===== src/rtl/xfer_burst_pkg.sv =====
package xfer_burst_pkg;
  typedef enum logic [1:0] {
    ST_IDLE,
    ST_GATE,
    ST_ISSUE,
    ST_DONE
  } ctrlState_e;

  // Strobes from the control FSM to the datapath
  typedef struct packed {
    logic load;      // capture a new frame
    logic takeUnit;  // open the next transfer unit
    logic advance;   // current burst acknowledged
  } dpStrobe_t;
endpackage


===== src/rtl/xfer_burst_dp.sv =====
module xfer_burst_dp
  import xfer_burst_pkg::*;
#(
  parameter int AW = 32,
  parameter int LW = 16,
  parameter int BW = 8,
  parameter int LVW = 10,
  parameter int BOUND_BYTES = 1024
) (
  input  logic           clk,
  input  logic           rstN,
  input  dpStrobe_t      strobe,
  input  logic           startDirTx,
  input  logic [AW-1:0]  startAddr,
  input  logic [LW-1:0]  frameLen,
  input  logic [BW-1:0]  cfgRdMax,
  input  logic [BW-1:0]  cfgWrMax,
  input  logic [LW-1:0]  cfgRxUnit,
  input  logic [LW-1:0]  cfgTxUnit,
  input  logic [LVW-1:0] rxLevel,
  input  logic           rxEof,
  input  logic [LVW-1:0] txFree,
  output logic [AW-1:0]  reqAddr,
  output logic [LW-1:0]  reqLen,
  output logic           reqWrite,
  output logic           frameEmpty,
  output logic           gateOpen,
  output logic           unitLast,
  output logic           frameLast
);
  localparam int BND_LOG = $clog2(BOUND_BYTES);
  localparam int BND_DW = BOUND_BYTES / 4;
  localparam int W1 = (LW > LVW) ? LW : LVW;
  localparam int W2 = (W1 > BW) ? W1 : BW;
  localparam int CW = ((W2 > BND_LOG) ? W2 : BND_LOG) + 1;

  logic [AW-1:0] addrQ;
  logic [LW-1:0] remainQ;
  logic [LW-1:0] unitRemQ;
  logic          dirTxQ;

  logic [CW-1:0] maxSel, effMax, unitSel, unitCfg, effUnit;
  logic [CW-1:0] remainW, unitLen, bndLeft, unitRemW, burstTmp, burstLen;
  logic [CW-1:0] rxLvlW, txFreeW;

  always_comb begin
    // effective burst maximum for the latched direction, zero acts as one
    maxSel  = dirTxQ ? CW'(cfgRdMax) : CW'(cfgWrMax);
    effMax  = (maxSel == '0) ? CW'(1) : maxSel;
    // effective unit size, capped at the burst maximum
    unitSel = dirTxQ ? CW'(cfgTxUnit) : CW'(cfgRxUnit);
    unitCfg = (unitSel == '0) ? CW'(1) : unitSel;
    effUnit = (unitCfg < effMax) ? unitCfg : effMax;
    // next unit length, shortened at end of frame
    remainW = CW'(remainQ);
    unitLen = (remainW < effUnit) ? remainW : effUnit;
    // FIFO readiness
    rxLvlW  = CW'(rxLevel);
    txFreeW = CW'(txFree);
    if (dirTxQ) gateOpen = (txFreeW >= unitLen);
    else        gateOpen = (rxLvlW >= unitLen) && ((rxLvlW >= effUnit) || rxEof);
    // burst length: min of unit remainder, window remainder and maximum
    bndLeft  = CW'(BND_DW) - CW'(addrQ[BND_LOG-1:2]);
    unitRemW = CW'(unitRemQ);
    burstTmp = (unitRemW < bndLeft) ? unitRemW : bndLeft;
    burstLen = (burstTmp < effMax) ? burstTmp : effMax;
  end

  assign reqAddr    = addrQ;
  assign reqLen     = LW'(burstLen);
  assign reqWrite   = ~dirTxQ;
  assign frameEmpty = (frameLen == '0);
  assign unitLast   = (burstLen == unitRemW);
  assign frameLast  = (burstLen == remainW);

  always_ff @(posedge clk or negedge rstN) begin
    if (!rstN) begin
      addrQ    <= '0;
      remainQ  <= '0;
      unitRemQ <= '0;
      dirTxQ   <= 1'b0;
    end else if (strobe.load) begin
      addrQ    <= startAddr & ~AW'(3);
      remainQ  <= frameLen;
      unitRemQ <= '0;
      dirTxQ   <= startDirTx;
    end else if (strobe.takeUnit) begin
      unitRemQ <= LW'(unitLen);
    end else if (strobe.advance) begin
      addrQ    <= addrQ + (AW'(burstLen) << 2);
      remainQ  <= remainQ - LW'(burstLen);
      unitRemQ <= unitRemQ - LW'(burstLen);
    end
  end
endmodule


===== src/rtl/xfer_burst_ctrl.sv =====
module xfer_burst_ctrl
  import xfer_burst_pkg::*;
(
  input  logic      clk,
  input  logic      rstN,
  input  logic      start,
  input  logic      reqAck,
  input  logic      frameEmpty,
  input  logic      gateOpen,
  input  logic      unitLast,
  input  logic      frameLast,
  output dpStrobe_t strobe,
  output logic      reqValid,
  output logic      busy,
  output logic      done
);
  ctrlState_e stateQ, stateD;

  always_comb begin
    stateD = stateQ;
    strobe = '0;
    unique case (stateQ)
      ST_IDLE: if (start) begin
        strobe.load = 1'b1;
        stateD = frameEmpty ? ST_DONE : ST_GATE;
      end
      ST_GATE: if (gateOpen) begin
        strobe.takeUnit = 1'b1;
        stateD = ST_ISSUE;
      end
      ST_ISSUE: if (reqAck) begin
        strobe.advance = 1'b1;
        if (frameLast)     stateD = ST_DONE;
        else if (unitLast) stateD = ST_GATE;
      end
      ST_DONE: stateD = ST_IDLE;
      default: stateD = ST_IDLE;
    endcase
  end

  always_ff @(posedge clk or negedge rstN) begin
    if (!rstN) stateQ <= ST_IDLE;
    else       stateQ <= stateD;
  end

  assign reqValid = (stateQ == ST_ISSUE);
  assign busy     = (stateQ != ST_IDLE);
  assign done     = (stateQ == ST_DONE);
endmodule


===== src/rtl/xfer_burst_gen.sv =====
module xfer_burst_gen
  import xfer_burst_pkg::*;
#(
  parameter int AW = 32,
  parameter int LW = 16,
  parameter int BW = 8,
  parameter int LVW = 10,
  parameter int BOUND_BYTES = 1024
) (
  input  logic           clk,
  input  logic           rstN,
  input  logic           start,
  input  logic           startDirTx,
  input  logic [AW-1:0]  startAddr,
  input  logic [LW-1:0]  frameLen,
  input  logic [BW-1:0]  cfgRdMax,
  input  logic [BW-1:0]  cfgWrMax,
  input  logic [LW-1:0]  cfgRxUnit,
  input  logic [LW-1:0]  cfgTxUnit,
  input  logic [LVW-1:0] rxLevel,
  input  logic           rxEof,
  input  logic [LVW-1:0] txFree,
  output logic           reqValid,
  output logic [AW-1:0]  reqAddr,
  output logic [LW-1:0]  reqLen,
  output logic           reqWrite,
  input  logic           reqAck,
  output logic           busy,
  output logic           done
);
  dpStrobe_t strobe;
  logic frameEmpty, gateOpen, unitLast, frameLast;

  xfer_burst_ctrl u_ctrl (
    .clk(clk), .rstN(rstN), .start(start), .reqAck(reqAck),
    .frameEmpty(frameEmpty), .gateOpen(gateOpen),
    .unitLast(unitLast), .frameLast(frameLast),
    .strobe(strobe), .reqValid(reqValid), .busy(busy), .done(done)
  );

  xfer_burst_dp #(
    .AW(AW), .LW(LW), .BW(BW), .LVW(LVW), .BOUND_BYTES(BOUND_BYTES)
  ) u_dp (
    .clk(clk), .rstN(rstN), .strobe(strobe), .startDirTx(startDirTx),
    .startAddr(startAddr), .frameLen(frameLen),
    .cfgRdMax(cfgRdMax), .cfgWrMax(cfgWrMax),
    .cfgRxUnit(cfgRxUnit), .cfgTxUnit(cfgTxUnit),
    .rxLevel(rxLevel), .rxEof(rxEof), .txFree(txFree),
    .reqAddr(reqAddr), .reqLen(reqLen), .reqWrite(reqWrite),
    .frameEmpty(frameEmpty), .gateOpen(gateOpen),
    .unitLast(unitLast), .frameLast(frameLast)
  );
endmodule


===== config.mk =====
export PLATFORM = sky130hd
export DESIGN_NAME = xfer_burst_gen
export DESIGN_NICKNAME = d
export VERILOG_FILES = /design/src/rtl/xfer_burst_pkg.sv /design/src/rtl/xfer_burst_dp.sv /design/src/rtl/xfer_burst_ctrl.sv /design/src/rtl/xfer_burst_gen.sv
export SDC_FILE = /design/constraint.sdc
export NUM_CORES = 1
export LEC_CHECK = 0
export ABC_CLOCK_PERIOD_IN_PS = 17350
export BUFFER_PORTS_ARGS = -buffer_cell sky130_fd_sc_hd__buf_4
export CAP_MARGIN = 20
export CORE_MARGIN = 2
export CORE_UTILIZATION = 25
export CTS_CLUSTER_DIAMETER = 80
export CTS_CLUSTER_SIZE = 24
export DETAILED_ROUTE_END_ITERATION = 16
export PLACE_DENSITY = 0.5
export SLEW_MARGIN = 20
export SYNTH_ARGS = -nofsm -noshare
export SYNTH_HDL_FRONTEND = slang
export SYNTH_SLANG_ARGS = --single-unit

===== constraint.sdc =====
create_clock -name clk -period 17.35 [get_ports clk]
set_clock_uncertainty 0.15 [all_clocks]
set_input_delay 0.8675 -clock clk [delete_from_list [all_inputs] [get_ports clk]]
set_output_delay 0.8675 -clock clk [all_outputs]
set_load 0.05 [all_outputs]

# Word-level counts from Yosys, hierarchy flattened
# Cells that the tools add are included.
[word_totals]
reg_bits = 67
in_bits = 122
[op_classes]
muxes = 31
order_cmp = 7
n_reduce_logical = 11
n_eq_ne = 10
n_bitwise = 1
n_addsub = 4
[op_table]
columns = ["op", "count"]
rows = [
  ["2-to-1 mux 16 bit", 7],
  ["2-to-1 mux 17 bit", 6],
  ["2-to-1 mux 32 bit", 3],
  [">= comparator 10 x 17 -> 1 bit", 3],
  ["== test 17 x 16 -> 1 bit", 2],
  ["logical NOT 17 bit", 2],
  ["less-than comparator 16 x 17 -> 1 bit", 2],
  ["less-than comparator 17 bit", 2],
  ["adder 32 x 19 -> 32 bit", 1],
  ["subtractor 16 bit", 2],
  ["logical NOT 16 bit", 1],
  ["2-to-1 mux 2 bit", 6],
  ["subtractor 9 x 8 -> 10 bit, first input constant", 1],
  ["2-to-1 mux 8 bit", 1],
  ["one-hot mux 2 bit (4 select lines)", 1],
  ["2-to-1 mux 1 bit", 7],
  ["== test 2 bit, second input constant", 2],
  ["inequality test 2 x 1 -> 1 bit, second input constant", 2],
  ["inequality test 2 bit, second input constant", 2],
  ["AND reduction 4 bit", 1],
  ["nonzero test 2 bit", 2],
  ["inequality test 3 x 1 -> 1 bit, second input constant", 1],
  ["nonzero test 3 bit", 1],
  ["== test 2 x 1 -> 1 bit, second input constant", 1],
  ["other kinds (5)", 5],
]

# Longest topological paths before layout
# Gate-level depths: netlist of the first run.
[logic_depth]
depth_word = 14
ltp_mapped = 37
ltp_nobuf = 35

# Cells and area by module
# A second synthesis of the first run with hierarchy kept.
[hier_totals]
hier_cells = 959
hier_area_um2 = 7823.8
[modules_own_cells]
columns = ["mod", "instances", "seq_area_each_um2", "area_per_inst_um2", "cells_each"]
rows = [
  ["xfer_burst_dp", 1, 1576.5, 7667.4, 941],
  ["xfer_burst_ctrl", 1, 50.0, 156.4, 18],
]

# Worst setup path before layout of the first run
# No wires, ideal clock.
[synth_path]
path_kind = "register to register"
start = "reg u_dp.addrQ[3] (netlist: u_dp.reqAddr[3])"
end = "reg u_dp.addrQ[27] (netlist: u_dp.reqAddr[27])"
setup_time_ns = 0.083
path_buffers = 3
arrival_ns = 9.063
stages_incl_launch_ff = 37
path_slack_ns = 8.055
path_cell_list = "dfrtp_1 > inv_1 > ha_1 > inv_1 > or4_1 > ha_1 > nor4_1 > nand2_1 > nor3_1 > o211ai_1 > nand2_1 > clkbuf_1 > nor2_1 > a21oi_1 > inv_1 > ha_1 > o211ai_1 > nor2_1 > o31a_1 > o41a_1 > o21ai_0 > o2111ai_1 > clkbuf_1 > mux2i_1 > ha_1 > a21o_1 > a21o_1 > a2111oi_0 > o311ai_0 > a2111oi_0 > o311ai_0 > a21oi_1 > or3_1 > clkbuf_1 > nor3_1 > xnor2_1 > o21ai_0"
[synth_between]
elab_chain_len = 9
[synth_rtl]
columns = ["item", "line", "text"]
rows = [
  ["from (decl)", "xfer_burst_dp.sv:37", "logic [AW-1:0] addrQ;"],
  ["from (signal assigned)", "xfer_burst_dp.sv:83", "addrQ <= startAddr & ~AW'(3);"],
  ["from (signal assigned)", "xfer_burst_dp.sv:90", "addrQ <= addrQ + (AW'(burstLen) << 2);"],
  ["subtractor 9 x 8 -> 10 bit (*)", "xfer_burst_dp.sv:63", "bndLeft = CW'(BND_DW) - CW'(addrQ[BND_LOG-1:2]);"],
  ["less-than comparator 16 x 17 -> 1 bit", "xfer_burst_dp.sv:65", "burstTmp = (unitRemW < bndLeft) ? unitRemW : bndLeft;"],
  ["2-to-1 mux 17 bit (*)", "xfer_burst_dp.sv:65", ""],
  ["less-than comparator 17 bit", "xfer_burst_dp.sv:66", "burstLen = (burstTmp < effMax) ? burstTmp : effMax;"],
  ["2-to-1 mux 17 bit (*)", "xfer_burst_dp.sv:66", ""],
  ["named net reqLen[1]", "xfer_burst_gen.sv:25", "output logic [LW-1:0] reqLen,"],
  ["adder 32 x 19 -> 32 bit (*)", "xfer_burst_dp.sv:90", ""],
  ["2-to-1 mux 32 bit (*)", "xfer_burst_dp.sv:89", "end else if (strobe.advance) begin"],
  ["2-to-1 mux 32 bit (*)", "xfer_burst_dp.sv:87", "end else if (strobe.takeUnit) begin"],
  ["2-to-1 mux 32 bit (*)", "xfer_burst_dp.sv:82", "end else if (strobe.load) begin"],
]
# Mark *: on every way through the listed nets, which the timed path passes. The rest lies on a longest branch. The select of a mux whose other input is x is not followed.
# A chain may end at the register's enable or synchronous reset.

# Final worst setup path of the first run
[layout_path]
start = "reg u_dp.addrQ[2] (netlist: u_dp.reqAddr[2])"
end = "reg u_dp.addrQ[31] (netlist: u_dp.reqAddr[31])"
[layout_between]
elab_chain_len = 9
[layout_rtl]
columns = ["item", "line"]
rows = [
  ["subtractor 9 x 8 -> 10 bit", "xfer_burst_dp.sv:63"],
  ["less-than comparator 16 x 17 -> 1 bit", "xfer_burst_dp.sv:65"],
  ["2-to-1 mux 17 bit", "xfer_burst_dp.sv:65"],
  ["less-than comparator 17 bit", "xfer_burst_dp.sv:66"],
  ["2-to-1 mux 17 bit", "xfer_burst_dp.sv:66"],
  ["adder 32 x 19 -> 32 bit (*)", "xfer_burst_dp.sv:90"],
  ["2-to-1 mux 32 bit (*)", "xfer_burst_dp.sv:89"],
  ["2-to-1 mux 32 bit (*)", "xfer_burst_dp.sv:87"],
  ["2-to-1 mux 32 bit (*)", "xfer_burst_dp.sv:82"],
]
# Mark *: on every way between the ends. The rest lies on a longest branch, timed or not. The select of a mux whose other input is x is not followed.

==> results of run 1 <==
## flip-flops by register name, summed over array words and instances (netlist names)
register       cells
u_dp.reqAddr      30
u_dp.remainQ      16
u_dp.unitRemQ     16
u_ctrl.stateQ      2
u_dp.dirTxQ        1
## routing by layer
layer / vias up / GRT usage, % / part of all wire (%)
li1: 3854 / - / -
met1: 3523 / 20.9 / 47
met2: 171 / 26.8 / 47
met3: 10 / 3.12 / 5.8
met4: 0 / 2.42 / 0.61
met5: - / 0 / 0
## final cells by class
type                       instances  share of cell area (%)
multi-input combinational        850                    59.9
sequential                        65                    16.7
timing repair buffer             175                    13.5
tap                              396                    5.10
clock buffer                      13                    2.68
inverter                          43                    1.66
clock inverter                     2                   0.386
## critical path: cells and delay by family, from the launching register on
family / cells / cell delay [ns]
DFF: 1 / 0.49
xor gates and xnor gates: 1 / 0.13
and+or+nand+nor: 9 / 2.11
AOI/OAI and AO/OA: 15 / 4.38
buffers and inverters: 4 / 0.50
adders and majority gates: 4 / 1.01
muxes: 1 / 0.38
## metrics by stage
stage / instance area, um^2 / setup slack [ns] / cells / util, % / hold slack (ns)
after floorplan: 7820 / 8.05 / 998 / - / 0.339
after global placement: 9420 / 8.01 / 1529 / 31.0 / 0.362
after detailed placement: 9420 / 8.00 / 1529 / 31.0 / 0.369
after CTS: 9720 / 7.93 / 1544 / 31.9 / 0.387
after global routing: 9720 / 7.17 / 1544 / 31.9 / 0.413
final: 9720 / 8.04 / 1544 / 31.9 / 0.381
## cells in the final DEF (no fill, tap or decap), drive strengths merged, types with 31 or more instances in the layout
cell   count
nand2     80
mux2i     31
o21ai     70
a21oi     85
nor2      99
conb      42
inv       43
dfrtp     65
ha       107
buf      175
## cell families (layout without fill, tap and decap cells)
| logic type | after synthesis | in the layout | synth area share [%] |
|---|---|---|---|
| buffers and inverters | 83 | 233 | 4.94 |
| muxes | 50 | 50 | 6.89 |
| xor gates and xnor gates | 52 | 52 | 5.94 |
| DFF | 65 | 65 | 21.2 |
| other | 2 | 42 | 0.0979 |
| AOI/OAI and AO/OA | 274 | 274 | 22.5 |
| adders and majority gates | 111 | 111 | 18.4 |
| and+or+nand+nor | 321 | 321 | 20.1 |
## path summary, 6_finish.rpt
kind                                              start                            to  slack [ns]  depth (start not counted)
max                         u_dp.reqAddr[2]$_DFFE_PN0P_  u_dp.reqAddr[31]$_DFFE_PN0P_        8.04                         34
min                        u_dp.reqAddr[10]$_DFFE_PN0P_  u_dp.reqAddr[10]$_DFFE_PN0P_        0.38                          2
max reg2reg                 u_dp.reqAddr[2]$_DFFE_PN0P_  u_dp.reqAddr[31]$_DFFE_PN0P_        8.04                         34
min reg2reg                u_dp.reqAddr[10]$_DFFE_PN0P_  u_dp.reqAddr[10]$_DFFE_PN0P_        0.38                          2
max in group asynchronous                          rstN       u_dp.dirTxQ$_DFFE_PN0P_       15.92                          1
min in group asynchronous                          rstN  u_dp.remainQ[13]$_DFFE_PN0P_        0.53                          1
==> results.yml, run 1 <==
global_routing:
  grt_max_degree: 84
  antenna_found_initial: 0
  track_usage_pct: 15.7
  grt-ovfl-total: 0
  grt_first_pass_wirelength_um: 39700
  grt_pass1_vias: 7425
placed_design:
  gp_congestion: 0.837
  dp_hpwl_um: 20100
  port-buffer-count: 161
clock_network:
  path_clk_slew_ns: 0.06
  cts.htree.levels: 3
  tritoncts.num_buffers: 9
  cts_setup_buffers: 0
  cts_resized: 0
  cts.sinks: 65
  clk_latency_ns: 0.33
  cts-hold-fix-buffers: 0
  cts-root-buf: "clkbuf_16"
  tritoncts: "done"
  clock_path_buffers: 2
die:
  core_area_mm2: 0.0304
  die_height_um: 179
  rows: 64
  chipWidth_um: 179
  ios: 174
  die_area_mm2: 0.0321
  start_util_pct: 25.2
setup_path:
  worstPathArrival_ns: 9.34
  worstSetupPathType: "reg2reg"
  cp.required_ns: 17.38
  crit_path_top_delay_cell: "a2111oi_0"
  worstPathMaxFanout: 15
  cpMostUsedCell: "ha_1"
  critPathCaptureType: "register"
  slowest_delay_ns: 0.72
  start_kind: "register"
synthesis:
  yosysWarnings: 0
  synth_most_common_cell: "ha_1"
  synth_largest_area_cell: "dfrtp_1"
  syn_area_per_cell_um2: 8.00
  syn_area_mm2: 0.00767
  synth_top_area_share_pct: 21.2
  synth.distinct_cells: 74
  ys_top_cells_by_count: "ha_1 (107), nor2_1 (99), a21oi_1 (84)"
  synth-seq-area-share_pct: 21.2
  synth_edf_count: 0
  synth-seq-cells: 65
  synth_top_flop_cell: "dfrtp_1"
  synth_area_leaders: "dfrtp_1 (21%), ha_1 (17%), a21oi_1 (5.5%)"
  synthArstFlopShare_pct: 100
  syn_inst: 958
route:
  routedWlPerCell_um: 16.3
  drt-initial-drc-count: 359
  vias: 7558
  dr.pass1.iters: 5
  vias_per_cell: 4.90
  drcViolationCount: 0
  wl_um: 25200
  ant_nets: 0
layout:
  drive_gt1_share_pct: 19.4
  nets: 1376
  area_delta_synth_final_pct: 26.7
  regArea_mm2: 0.00163
  n_fill_cell: 3329
  multi_input_area_mm2: 0.00582
  diodes: 0
sta:
  setup_viol: 0
  rsz0062_at_grt: "false"
  slew-limit-headroom_pct: 37.5
  hold_violations: 0
  fmax_mhz: 107
  fin_crit_ns: 9.31
  fin_tns_setup_ns: 0
  drv_slew: 0
  tightest_slew_ns: 0.938
  fin_crit_sh_pct: 53.7
flow_run:
  drv_cap: 0
min_path:
  hold_class: "reg2reg"
status:
  status: "finished, final reports clean"
Power of run 1 is not shown: default switching activity piles up to over one toggle a cycle in this logic, so the estimate is an artifact.
==> run 2, diff against run 1 <==
ABC_CLOCK_PERIOD_IN_PS = 9600   (was 17350)
clock period = 9.6 ns   (was 17.35 ns; I/O delays follow)
==> run 2 against run 1 <==
Compared with the run above:
- die area unchanged
- core utilization up 0.23 points
- count of clock-buffer cells in the layout up 1
- critical endpoint is now u_dp.reqAddr[28]$_DFFE_PN0P_
- via count down 0.20%
- highest routed layer unchanged
- final area up 0.73%
- register-to-register slack worse by 7.2 ns
==> results.yml, run 2 (synthesis results as in run 1) <==
status:
  status: "finished, final reports clean"
layout:
  n_fill_cell: 3267
  diodes: 0
  area_delta_synth_final_pct: 27.7
  utilization_pct: 32.2
  final_cell_mix: "buf_4 (182), ha_1 (107), nor2_1 (99), a21oi_1 (83), nand2_1 (79)"
  layout_commonest_cell: "buf_4"
  drive_gt1_share_pct: 20.2
  nets: 1383
  largest_reg_flops: 30
placed_design:
  port-buffer-count: 161
  dp_hpwl_um: 20300
  gp_congestion: 0.830
global_routing:
  grt-ovfl-total: 0
  grt_pass1_vias: 7475
  grt_max_degree: 66
  antenna_found_initial: 0
  track_usage_pct: 16.0
  grt_first_pass_wirelength_um: 40200
route:
  ant_nets: 0
  wl_um: 25100
  drcViolationCount: 0
  dr.pass1.iters: 5
  vias_per_cell: 4.86
  vias: 7543
  routedWlPerCell_um: 16.2
  drt-initial-drc-count: 366
setup_path:
  worstSetupPathType: "reg2reg"
  worstPathArrival_ns: 8.76
  critPathCaptureType: "register"
  start_kind: "register"
  slowest_delay_ns: 0.58
  crit_path_top_delay_cell: "or4_1"
  worstPathMaxFanout: 10
  cp.required_ns: 9.63
  cpMostUsedCell: "ha_1"
die:
  chipWidth_um: 179
  rows: 64
  ios: 174
  core_area_mm2: 0.0304
  die_area_mm2: 0.0321
  die_height_um: 179
  start_util_pct: 25.2
sta:
  hold_slack_ns: 0.127
  fin_crit_ns: 8.72
  slew-limit-headroom_pct: 38.8
  fin_tns_setup_ns: 0
  hold_violations: 0
  drv_slew: 0
  fin_crit_sh_pct: 90.8
  rsz0062_at_grt: "false"
  tightest_slew_ns: 0.918
  setup_viol: 0
  fmax_mhz: 115
clock_network:
  cts.htree.levels: 3
  tritoncts: "done"
  cts-root-buf: "clkbuf_16"
  clock_path_buffers: 2
  tritoncts.num_buffers: 9
  cts_setup_buffers: 0
  cts.sinks: 65
  cts-hold-fix-buffers: 0
  clk_latency_ns: 0.33
  path_clk_slew_ns: 0.06
flow_run:
  drv_cap: 0
min_path:
  hold_class: "in2async"
run 2: cell count changes in the layout (fill, tap and decap cells not counted):
cell | before | now
a2111oi_2 | 0 | 2
buf_4 | 175 | 182
a2111oi_0 | 3 | 1
mux2i_2 | 1 | 2
o311ai_0 | 2 | 1
o31ai_2 | 0 | 1
a21oi_2 | 1 | 2
mux2i_1 | 30 | 29
a21oi_1 | 84 | 83
o311ai_1 | 0 | 1
o31ai_1 | 8 | 7
clkbuf_1 | 2 | 4
clkbuf_8 | 2 | 1
run 2: metal layers:
layer  track usage, %  up-vias  wire, um
li1                 -     3860         -
met5                0        -         0
met3             3.65       20      1650
met2             26.6      188     11600
met4             3.49        0       344
met1             21.0     3475     11600
run 2: final cells by class:
| cell class | count | area [um^2] | share of cell area, % |
|---|---|---|---|
| clock buffer | 14 | 254 | 2.59 |
| inverter | 43 | 161 | 1.65 |
| sequential | 65 | 1630 | 16.6 |
| tap | 396 | 495 | 5.06 |
| timing repair buffer | 182 | 1370 | 14.0 |
| clock inverter | 2 | 37.5 | 0.383 |
| multi-input combinational | 850 | 5850 | 59.7 |
run 2: critical path, delay by kind of cell (launching register included):
kind	cells	cell delay (ns)
AOI/OAI and AO/OA	15	3.97
and+or+nand+nor	9	1.97
adders and majority gates	5	1.31
DFF	1	0.48
buffers and inverters	4	0.47
muxes	1	0.21
run 2: worst paths after layout:
check,from,endpoint,slack (ns),cells past startpoint
setup / recovery,u_dp.reqAddr[2]$_DFFE_PN0P_,u_dp.reqAddr[28]$_DFFE_PN0P_,0.88,34
hold / removal,rstN,u_dp.reqAddr[20]$_DFFE_PN0P_,0.13,1
setup reg to reg,u_dp.reqAddr[2]$_DFFE_PN0P_,u_dp.reqAddr[28]$_DFFE_PN0P_,0.88,34
hold reg to reg,u_dp.reqAddr[10]$_DFFE_PN0P_,u_dp.reqAddr[10]$_DFFE_PN0P_,0.37,2
max in group asynchronous,rstN,u_dp.unitRemQ[0]$_DFFE_PN0P_,8.57,1
min in group clk,startAddr[27],u_dp.reqAddr[27]$_DFFE_PN0P_,0.20,3
run 2: timing repair:
item / in CTS / in global routing
endpoints found under the hold margin: 0 / 0
gates resized for setup: 0 / 8
setup endpoints to repair: 0 / 13
run 2: metrics by stage:
step                      setup WS (ns)  instances  instance area [um^2]
after floorplan                   0.305        998                  7820
after global placement            0.603       1536                  9470
after detailed placement          0.504       1536                  9470
after CTS                         0.437       1552                  9760
after global routing             0.0105       1552                  9790
final                             0.879       1552                  9790
Power of run 2 is left out for the same reason.
==> run 3, diff against run 2 <==
ABC_AREA = 1   (was not set)
==> run 3 against run 2 <==
Compared with the run above:
- via count up 8.7%
- die area is 2.4% higher
- hold slack worse by 0.028 ns
- critical path type unchanged
==> results.yml, run 3 <==
status:
  status: "finished, final reports clean"
sta:
  fmax_mhz: 127
  hold_violations: 0
  fin_crit_ns: 7.88
  drv_slew: 0
  hold_slack_ns: 0.0992
  fin_crit_sh_pct: 82.1
  rsz0062_at_grt: "false"
  setup_viol: 0
  fin_tns_setup_ns: 0
  slew-limit-headroom_pct: 39.4
  tightest_slew_ns: 0.908
layout:
  largest_reg_flops: 30
  area_delta_synth_final_pct: 24.9
  drive_gt1_share_pct: 14.8
  n_fill_cell: 3437
  final_cell_mix: "nand2_1 (365), buf_4 (168), inv_1 (110), ha_1 (107), o21ai_0 (101)"
  diodes: 0
  layout_commonest_cell: "nand2_1"
  nets: 1609
die:
  ios: 174
  die_area_mm2: 0.0329
  rows: 64
  chipWidth_um: 181
  core_area_mm2: 0.0307
  start_util_pct: 25.5
  die_height_um: 181
route:
  ant_nets: 0
  dr.pass1.iters: 5
  drt-initial-drc-count: 474
  drcViolationCount: 0
  vias: 8197
  routedWlPerCell_um: 14.6
  vias_per_cell: 4.61
  wl_um: 25900
synthesis:
  synth_top_area_share_pct: 20.7
  synth_area_leaders: "dfrtp_1 (21%), nand2_1 (17%), ha_1 (17%)"
  yosysWarnings: 0
  syn_inst: 1203
  synth.distinct_cells: 46
  syn_area_per_cell_um2: 6.53
  synth_edf_count: 0
  syn_area_mm2: 0.00786
  synth_largest_area_cell: "dfrtp_1"
  synth_most_common_cell: "nand2_1"
  synthArstFlopShare_pct: 100
  ys_top_cells_by_count: "nand2_1 (366), inv_1 (111), ha_1 (107)"
  synth-seq-cells: 65
  synth-seq-area-share_pct: 20.7
  synth_top_flop_cell: "dfrtp_1"
flow_run:
  drv_cap: 0
setup_path:
  worstSetupPathType: "reg2reg"
  cp_top_family: "simple AND/OR/NAND/NOR gates"
  worstPathArrival_ns: 7.91
  cp.required_ns: 9.63
  worstPathMaxFanout: 14
  slowest_delay_ns: 0.46
  start_kind: "register"
  critPathCaptureType: "register"
  cp.buffers_inverters: 8
  crit_path_top_delay_cell: "dfrtp_1"
placed_design:
  port-buffer-count: 161
  dp_hpwl_um: 20800
  gp_congestion: 0.843
clock_network:
  tritoncts.num_buffers: 9
  cts-root-buf: "clkbuf_16"
  cts.sinks: 65
  path_clk_slew_ns: 0.06
  clock_path_buffers: 2
  cts_resized: 0
  cts-hold-fix-buffers: 0
  tritoncts: "done"
  cts_setup_buffers: 0
  cts.htree.levels: 3
  clk_latency_ns: 0.34
global_routing:
  grt-ovfl-total: 0
  track_usage_pct: 16.0
  grt_max_degree: 70
  grt_first_pass_wirelength_um: 41900
  antenna_found_initial: 0
  grt_pass1_vias: 7812
min_path:
  hold_class: "in2async"
run 3: worst register-to-register path, delay by kind of cell, from the launching register on:
kind / cells / cell delay (ns)
and+or+nand+nor: 21 / 2.53
DFF: 1 / 0.46
AOI/OAI and AO/OA: 13 / 2.05
xor gates and xnor gates: 2 / 0.38
adders and majority gates: 4 / 1.02
buffers and inverters: 8 / 1.12
run 3: layout make-up:
class	count	area, um^2	area share (%)
clock buffer	12	267	2.72
clock inverter	3	15.0	0.153
inverter	117	440	4.49
multi-input combinational	1016	5710	58.2
sequential	65	1630	16.6
tap	396	495	5.05
timing repair buffer	168	1260	12.9
run 3: final timing paths:
kind                                        startpoint                           end  slack, ns  cells past startpoint
max in group asynchronous                         rstN   u_dp.remainQ[5]$_DFFE_PN0P_       8.59                      1
min                                               rstN   u_dp.reqAddr[9]$_DFFE_PN0P_        0.1                      1
min in group clk                            startDirTx       u_dp.dirTxQ$_DFFE_PN0P_       0.23                      3
max reg2reg                u_dp.reqAddr[3]$_DFFE_PN0P_  u_dp.reqAddr[24]$_DFFE_PN0P_       1.72                     48
min reg2reg                u_dp.remainQ[0]$_DFFE_PN0P_   u_dp.remainQ[0]$_DFFE_PN0P_       0.33                      2
max                        u_dp.reqAddr[3]$_DFFE_PN0P_  u_dp.reqAddr[24]$_DFFE_PN0P_       1.72                     48
run 3: kinds of logic after synthesis:
kind of cell             share of synthesized area [%]
AO/OA/AOI/OAI                                     15.8
XOR/XNOR                                          5.24
adder cells (fa/ha/maj)                           17.8
buffers and inverters                             8.57
flip-flops                                        20.7
multiplexers                                     0.127
other                                           0.0956
AND/OR/NAND/NOR                                   31.6
run 3: per-layer routing:
metal	vias up	share of wire, %	track usage [%]
met1	3639	49	22.1
met2	219	42	25.2
met3	15	7.3	3.73
met4	0	1.1	3.87
li1	4324	-	-
met5	-	0	0
run 3: per-stage QoR:
stage / util, % / setup WS, ns / cells / cell area (um^2)
after floorplan: - / 1.26 / 1243 / 8010
after global placement: 31.0 / 1.83 / 1762 / 9530
after detailed placement: 31.0 / 1.75 / 1762 / 9530
after CTS: 31.9 / 1.71 / 1777 / 9810
after global routing: 31.9 / 0.422 / 1777 / 9810
final: 31.9 / 1.72 / 1777 / 9810
Power of run 3 is left out for the same reason.
